$ cat config.mk
export PLATFORM = sky130hd
export DESIGN_NAME = con_serial_regs
export DESIGN_NICKNAME = d
export VERILOG_FILES = /design/src/rtl/con_serial_regs.sv
export SDC_FILE = /design/constraint.sdc
export NUM_CORES = 1
export LEC_CHECK = 0
export BUFFER_PORTS_ARGS = -buffer_cell sky130_fd_sc_hd__buf_4
export CORE_UTILIZATION = 38
export DETAILED_ROUTE_END_ITERATION = 16
export PLACE_DENSITY_LB_ADDON = 0.2
export SLEW_MARGIN = 40
export SYNTH_ARGS = -nofsm -noshare
export SYNTH_HDL_FRONTEND = slang
export SYNTH_SLANG_ARGS = --single-unit
$ cat constraint.sdc
create_clock -name clk -period 1.4 [get_ports clk]
set_input_delay 0.07 -clock clk [delete_from_list [all_inputs] [get_ports clk]]
set_output_delay 0.07 -clock clk [all_outputs]
set_load 0.005 [all_outputs]
$ cat src/rtl/con_serial_regs.sv
module con_serial_regs #(
  parameter int ADDR_W = 12,
  parameter logic [7:0] RX_VECTOR = 8'hF8,
  parameter logic [7:0] TX_VECTOR = 8'hFC,
  parameter logic [31:0] ID_VALUE = 32'd128
) (
  input  logic              clk,
  input  logic              rst_n,
  input  logic [ADDR_W-1:0] bus_addr,
  input  logic              bus_rd,
  input  logic              bus_wr,
  input  logic [31:0]       bus_wdata,
  output logic [31:0]       bus_rdata,
  input  logic              rx_valid,
  input  logic [7:0]        rx_data,
  output logic              rx_ready,
  output logic              tx_valid,
  output logic [7:0]        tx_data,
  output logic              irq_req,
  output logic [7:0]        irq_vector,
  output logic              sys_pending
);
  localparam logic [ADDR_W-1:0] OFS_RXS = ADDR_W'('h80);
  localparam logic [ADDR_W-1:0] OFS_RXD = ADDR_W'('h84);
  localparam logic [ADDR_W-1:0] OFS_TXS = ADDR_W'('h88);
  localparam logic [ADDR_W-1:0] OFS_TXD = ADDR_W'('h8C);
  localparam logic [ADDR_W-1:0] OFS_ID  = ADDR_W'('h100);
  localparam int IE = 6;

  logic [6:0]  rx_ctl, tx_ctl;
  logic        irq_q;
  logic [7:0]  vec_q;
  logic [31:0] rd_mux;

  wire hit_rxs = bus_addr == OFS_RXS;
  wire hit_rxd = bus_addr == OFS_RXD;
  wire hit_txs = bus_addr == OFS_TXS;
  wire hit_txd = bus_addr == OFS_TXD;
  wire hit_id  = bus_addr == OFS_ID;

  wire ack     = bus_wr & (hit_rxs | hit_txs);
  wire rx_fire = rx_ctl[IE] & rx_valid;
  wire tx_fire = tx_ctl[IE];
  wire unused_wdata = ^bus_wdata[31:8];

  assign rx_ready    = bus_rd & hit_rxd & rx_valid;
  assign irq_req     = irq_q;
  assign sys_pending = irq_q;
  assign irq_vector  = vec_q;

  always_comb begin
    rd_mux = '0;
    if (hit_rxs)      rd_mux = {24'd0, rx_valid, rx_ctl};
    else if (hit_rxd) rd_mux = rx_valid ? {24'd0, rx_data} : 32'd0;
    else if (hit_txs) rd_mux = {24'd0, 1'b1, tx_ctl};
    else if (hit_id)  rd_mux = ID_VALUE;
  end

  always_ff @(posedge clk) begin
    if (!rst_n) begin
      rx_ctl    <= '0;
      tx_ctl    <= '0;
      irq_q     <= 1'b0;
      vec_q     <= '0;
      bus_rdata <= '0;
      tx_valid  <= 1'b0;
      tx_data   <= '0;
    end else begin
      if (bus_wr && hit_rxs) rx_ctl <= bus_wdata[6:0];
      if (bus_wr && hit_txs) tx_ctl <= bus_wdata[6:0];

      if (ack)                    irq_q <= 1'b0;
      else if (rx_fire | tx_fire) irq_q <= 1'b1;

      if (tx_fire)      vec_q <= TX_VECTOR;
      else if (rx_fire) vec_q <= RX_VECTOR;

      if (bus_rd) bus_rdata <= rd_mux;

      tx_valid <= bus_wr & hit_txd;
      if (bus_wr && hit_txd) tx_data <= bus_wdata[7:0];
    end
  end
endmodule

Yosys cells after proc, flatten, opt, wreduce, memory -nomap -nowiden
Index checks and enable logic that the tools add are counted.
{ "totals": {"mem_bits_rw": 0, "mem_bits_ro": 0, "latchBits": 0, "wordCells": 32, "inputBits": 57, "n_memories": 0, "output_inout_bits": 52, "ff_bits": 62} }
{ "classes": {"mul": 0, "n_lt_le_gt_ge": 0, "n_eq_ne": 5, "n_mux": 7, "n_bitwise": 8, "div_mod_pow": 0, "n_reduce_logical": 5, "shift": 0, "add_sub_neg": 0} }
{ "op_table": {"columns": ["operator", "n"], "rows": [
  ["$mux W8", 7],
  ["$eq A12 B8 Y1 const B", 4],
  ["$eq A12 B9 Y1 const B", 1],
  ["$and A1 B1 Y1", 5],
  ["$logic_and A1 B1 Y1", 3],
  ["$or A1 B1 Y1", 2],
  ["$reduce_bool A2 Y1", 1],
  ["$reduce_or A2 Y1", 1],
  ["$not A1 Y1", 1]
]} }

Logic depth before layout (Yosys ltp)
{ "depth": {"depth_word": 5, "mapped_depth": 6, "depth_no_buf": 4} }

Worst setup path after synthesis
Ideal clock, no wire load.
{ "synth_path": {"path_kind": "input-to-reg", "start": "input bus_addr[9]", "end": "register irq_q, in the netlist irq_req", "setup_ns": 0.116, "t_required_ns": 1.284, "n_path_buf": 1, "slack_ns": 0.062, "arrival_ns": 1.222, "path_stages": 5, "cell_sequence": "nor4_4 nand4_4 or2_1 buf_6 and3b_1"} }
{ "synth_via": {"elab_chain_len": 4, "word_cells_on_any_way": 5, "classes_between": "2 x eq/ne; 2 x bitwise; 1 x reduce/logical"} }
{ "synth_lines": {"columns": ["item", "line_no", "rtl"], "rows": [
  ["from (decl)", "9", "input logic [ADDR_W-1:0] bus_addr,"],
  ["$eq A12 B8 Y1, on equally long branches", "35, 37", null],
  ["$or A1 B1 Y1 *", "41", "wire ack = bus_wr & (hit_rxs | hit_txs);"],
  ["$and A1 B1 Y1 *", "41", null],
  ["$reduce_or A2 Y1 (no line) *", null, null],
  ["to (signal assigned)", "63", "irq_q <= 1'b0;"],
  ["to (signal assigned)", "72", "if (ack) irq_q <= 1'b0;"],
  ["to (signal assigned)", "73", "else if (rx_fire | tx_fire) irq_q <= 1'b1;"],
  ["to (decl)", "31", "logic irq_q;"]
]} }
Every way passes the cells marked *; elsewhere a longest branch is shown, timed or not.
A chain may end at the register's enable or synchronous reset.

==> impl_results.html <==
<table>
<tr><th>Metric</th><th>Value</th></tr>
<tr><th colspan="2">Outcome</th></tr>
<tr><td>Outcome</td><td>complete, no violations</td></tr>
<tr><th colspan="2">Finish</th></tr>
<tr><td>Share of the core filled with cells</td><td>0.517</td></tr>
<tr><td>Post-route standard cell area excluding fillers</td><td>0.00227 mm^2</td></tr>
<tr><td>Number of nets in the layout</td><td>321</td></tr>
<tr><td>Final Non-Filler Cells</td><td>317</td></tr>
<tr><td>Ratio of cells with drive above 1 in the final layout</td><td>0.309</td></tr>
<tr><td>Diode count</td><td>0</td></tr>
<tr><td>Area Overhead vs Synth</td><td>29.8%</td></tr>
<tr><th colspan="2">Worst setup path</th></tr>
<tr><td>Critical path required time</td><td>about 1.6 ns</td></tr>
<tr><td>Worst Setup Path Type</td><td>input port to flip-flop</td></tr>
<tr><td>Arrival time of the worst setup path</td><td>1.36 ns</td></tr>
<tr><td>Type of destination of the critical path</td><td>flip-flop</td></tr>
<tr><td>Top fanout value on the critical path</td><td>7</td></tr>
<tr><td>Crit path launch type</td><td>input port</td></tr>
<tr><th colspan="2">Pwr</th></tr>
<tr><td>Static leakage</td><td>between 1 and 1.5 nW</td></tr>
<tr><td>Power density over cell area</td><td>between 800 and 900 mW/mm^2</td></tr>
<tr><td>Largest vdd supply drop</td><td>519 uV</td></tr>
<tr><td>Total power</td><td>between 1.5 and 2 mW</td></tr>
<tr><th colspan="2">STA</th></tr>
<tr><td>Worst Skew</td><td>0.00199 ns</td></tr>
<tr><td>Clock period minus worst slack</td><td>1.18 ns</td></tr>
<tr><td>Final setup violation count</td><td>0</td></tr>
<tr><td>Final cycle utilization of the critical path</td><td>0.842</td></tr>
<tr><td>Total count of max-transition violations in the final report</td><td>0</td></tr>
<tr><td>RSZ-0062 raised after global routing</td><td>false</td></tr>
<tr><td>Worst hold slack across all endpoints</td><td>0.0255 ns</td></tr>
<tr><td>Maximum operating frequency</td><td>848 MHz</td></tr>
<tr><td>Total negative slack for setup checks</td><td>0 ns</td></tr>
<tr><td>Worst setup slack after layout</td><td>0.221 ns</td></tr>
<tr><td>Final hold viol count</td><td>0</td></tr>
<tr><th colspan="2">CTS</th></tr>
<tr><td>Number of buffers added for setup after CTS</td><td>0</td></tr>
<tr><td>Worst-skew pair later-pin latency</td><td>0.28 ns</td></tr>
<tr><td>TritonCTS clock tree</td><td>yes</td></tr>
<tr><td>Clk sinks</td><td>34</td></tr>
<tr><td>CTS H-tree lvls</td><td>2</td></tr>
<tr><td>Maximum count of clock buffers along a single path</td><td>2</td></tr>
<tr><td>Cell chosen for the clock root</td><td>sky130_fd_sc_hd__clkbuf_8</td></tr>
<tr><td>Inserted Clock Buffers</td><td>5</td></tr>
<tr><td>Clk pin slew, worst setup/hold paths</td><td>~0.070 ns</td></tr>
<tr><td>Post-CTS Resized</td><td>0</td></tr>
<tr><th colspan="2">Route</th></tr>
<tr><td>Total detailed-routing wirelength</td><td>3.77 mm</td></tr>
<tr><td>Average wire length per cell after detail routing</td><td>11.9 um</td></tr>
<tr><td>Vias</td><td>1476</td></tr>
<tr><td>Final routed DRC violation total</td><td>0</td></tr>
<tr><td>Post-detailed-route via-to-cell ratio</td><td>4.66</td></tr>
<tr><td>Number of DRC violations after detailed-routing iteration 0</td><td>45</td></tr>
<tr><td>Post-route ant nets</td><td>0</td></tr>
<tr><td>First-pass iteration count of the detailed router</td><td>4</td></tr>
<tr><th colspan="2">Die</th></tr>
<tr><td>Die W</td><td>~70 um</td></tr>
<tr><td>Die area</td><td>just under 0.005 mm^2</td></tr>
<tr><td>Initial Util</td><td>0.398</td></tr>
<tr><td>Num ports</td><td>between 100 and 150</td></tr>
<tr><td>Die span in y</td><td>69.8 um</td></tr>
<tr><td>Std-Cell Rows</td><td>24</td></tr>
<tr><td>Core box area</td><td>0.00438 mm^2</td></tr>
<tr><th colspan="2">GRT</th></tr>
<tr><td>Vias in the first global route</td><td>around 1400</td></tr>
<tr><td>Final global-route overflow total</td><td>0</td></tr>
<tr><td>Maximum number of pins on one net before global-route repair</td><td>25</td></tr>
<tr><td>Total track usage</td><td>0.168</td></tr>
<tr><td>Number of antenna violations at the first check in global routing</td><td>0</td></tr>
<tr><td>Global-route wire length before repair</td><td>6.49 mm</td></tr>
<tr><th colspan="2">Hold path</th></tr>
<tr><td>Worst min-delay path class</td><td>input port to flip-flop</td></tr>
<tr><th colspan="2">Synth</th></tr>
<tr><td>Distinct cell type count after synthesis</td><td>34</td></tr>
<tr><td>Proportion of synthesized chip area in sequential cells</td><td>0.390</td></tr>
<tr><td>Netlist Area Pre-Place</td><td>roughly 0.0017 mm^2</td></tr>
<tr><td>Number of synthesized register bits</td><td>34</td></tr>
<tr><td>Average instance area after synthesis</td><td>8.65 um^2</td></tr>
<tr><td>Synthesis Warnings</td><td>0</td></tr>
<tr><td>Cell count after synthesis</td><td>202</td></tr>
<tr><th colspan="2">Placed design</th></tr>
<tr><td>Count of input and output buffers</td><td>58</td></tr>
<tr><td>Total half-perimeter wirelength after legalization and detailed placement</td><td>2.90 mm</td></tr>
<tr><td>Placed cell areas</td><td>0.00216 mm^2</td></tr>
<tr><td>Gpl congestion</td><td>0.757</td></tr>
<tr><td>Cell count after placement</td><td>308</td></tr>
<tr><td>Pre-CTS setup slack</td><td>-0.00620 ns</td></tr>
<tr><th colspan="2">Job</th></tr>
<tr><td># Max-Cap Violations</td><td>0</td></tr>
</table>
==> final cells by class <==
cell class                      instances  area [um^2]
Timing Repair Buffer                   70          541
Tap cell                               52         65.1
Fill cell                             463         2120
Clock buffer                            6         82.6
Clock inverter                          2         12.5
Sequential cell                        34          681
Inverter                                3         11.3
Multi-Input combinational cell        150          875
==> power breakdown <==
part	switching (mW)	internal [mW]	total, mW
logic	0.104	0.0992	0.203
registers	0.000697	0.968	0.969
clock network	0.366	0.395	0.761
==> flip-flops by register name, summed over array words and instances (netlist names) <==
name,flops
irq_req,1
tx_valid,1
tx_ctl,7
bus_rdata,8
tx_data,8
rx_ctl,7
irq_vector,2
==> cells by family after synthesis <==
family	after synthesis	synth area share
simple gates	82	0.258
buf+inv	43	0.163
flops	34	0.390
compound gates	28	0.107
mux	14	0.0802
other cells	1	0.00215
==> per-layer routing <==
layer / global-route usage / vias up / routed length [um]
met3: 0.0567 / 4 / 229
met4: 0.0467 / 0 / 33
li1: - / 761 / -
met5: 0 / - / 0
met1: 0.218 / 660 / 1840
met2: 0.265 / 51 / 1670
==> path summary, 6_finish.rpt <==
| path | from | cells past startpoint | endpoint | slack [ns] |
|---|---|---|---|---|
| hold / removal | bus_wdata[5] | 3 | tx_ctl[5]$_SDFFE_PN0P_ | 0.03 |
| setup reg to reg | tx_ctl[6]$_SDFFE_PN0P_ | 3 | irq_req$_SDFFE_PP0P_ | 0.50 |
| setup / recovery | bus_rd | 6 | bus_rdata[6]$_SDFFE_PN0P_ | 0.22 |
| hold reg to reg | bus_rdata[1]$_SDFFE_PN0P_ | 2 | bus_rdata[1]$_SDFFE_PN0P_ | 0.44 |
==> Yosys cell counts <==
library cell	n	area (um^2)
sky130_fd_sc_hd__nand4_4	1	21.3
sky130_fd_sc_hd__nand4_1	3	18.8
sky130_fd_sc_hd__dfxtp_1	34	681
sky130_fd_sc_hd__nor2_1	14	52.6
sky130_fd_sc_hd__buf_1	1	3.75
sky130_fd_sc_hd__mux2i_1	14	140
sky130_fd_sc_hd__inv_1	3	11.3
sky130_fd_sc_hd__or2b_1	1	7.51
sky130_fd_sc_hd__nor3_1	2	10.0
sky130_fd_sc_hd__and4_2	1	10.0
sky130_fd_sc_hd__or2_1	1	6.26
sky130_fd_sc_hd__nor4_4	1	21.3
sky130_fd_sc_hd__and3_1	1	6.26
sky130_fd_sc_hd__or3_1	1	6.26
sky130_fd_sc_hd__and2_0	1	6.26
sky130_fd_sc_hd__buf_4	31	233
sky130_fd_sc_hd__nand2_1	33	124
sky130_fd_sc_hd__o211ai_1	7	52.6
sky130_fd_sc_hd__nand3_1	8	40.0
sky130_fd_sc_hd__conb_1	1	3.75
sky130_fd_sc_hd__nor4b_4	1	23.8
sky130_fd_sc_hd__nand4_2	1	12.5
sky130_fd_sc_hd__o21ai_0	11	55.1
sky130_fd_sc_hd__and3b_1	2	17.5
sky130_fd_sc_hd__a22o_1	5	43.8
sky130_fd_sc_hd__nor2b_1	3	18.8
sky130_fd_sc_hd__a21oi_1	1	5.00
sky130_fd_sc_hd__clkbuf_1	7	26.3
sky130_fd_sc_hd__nand2b_1	6	37.5
sky130_fd_sc_hd__buf_6	1	11.3
sky130_fd_sc_hd__or4b_1	1	10.0
sky130_fd_sc_hd__a31oi_1	1	6.26
sky130_fd_sc_hd__o2bb2ai_1	2	17.5
sky130_fd_sc_hd__o22ai_1	1	6.26
==> placed cells by master (no fill, tap or decap), types with 7 or more instances in the layout <==
| master | n |
|---|---|
| sky130_fd_sc_hd__conb_1 | 26 |
| sky130_fd_sc_hd__buf_4 | 68 |
| sky130_fd_sc_hd__nor2_1 | 14 |
| sky130_fd_sc_hd__o211ai_1 | 7 |
| sky130_fd_sc_hd__dfxtp_1 | 34 |
| sky130_fd_sc_hd__nand2_1 | 33 |
| sky130_fd_sc_hd__nand3_1 | 8 |
| sky130_fd_sc_hd__o21ai_0 | 11 |
| sky130_fd_sc_hd__mux2i_1 | 14 |
==> worst max-delay path, cell delays in order <==
cell and delay, ns:
sky130_fd_sc_hd__dlygate4sd3_1 0.54, sky130_fd_sc_hd__buf_4 0.15, sky130_fd_sc_hd__and2_0 0.12, sky130_fd_sc_hd__and4_2 0.28, sky130_fd_sc_hd__o211ai_1 0.11, sky130_fd_sc_hd__nand2_1 0.08
==> repair_timing <==
| item | in CTS | in global routing |
|---|---|---|
| endpoints found under the setup margin | 0 | 0 |
| endpoints found under the hold margin | 1 | 0 |
| hold buffers | 1 | 0 |
Note: power is estimated with default switching activity, not from simulation.
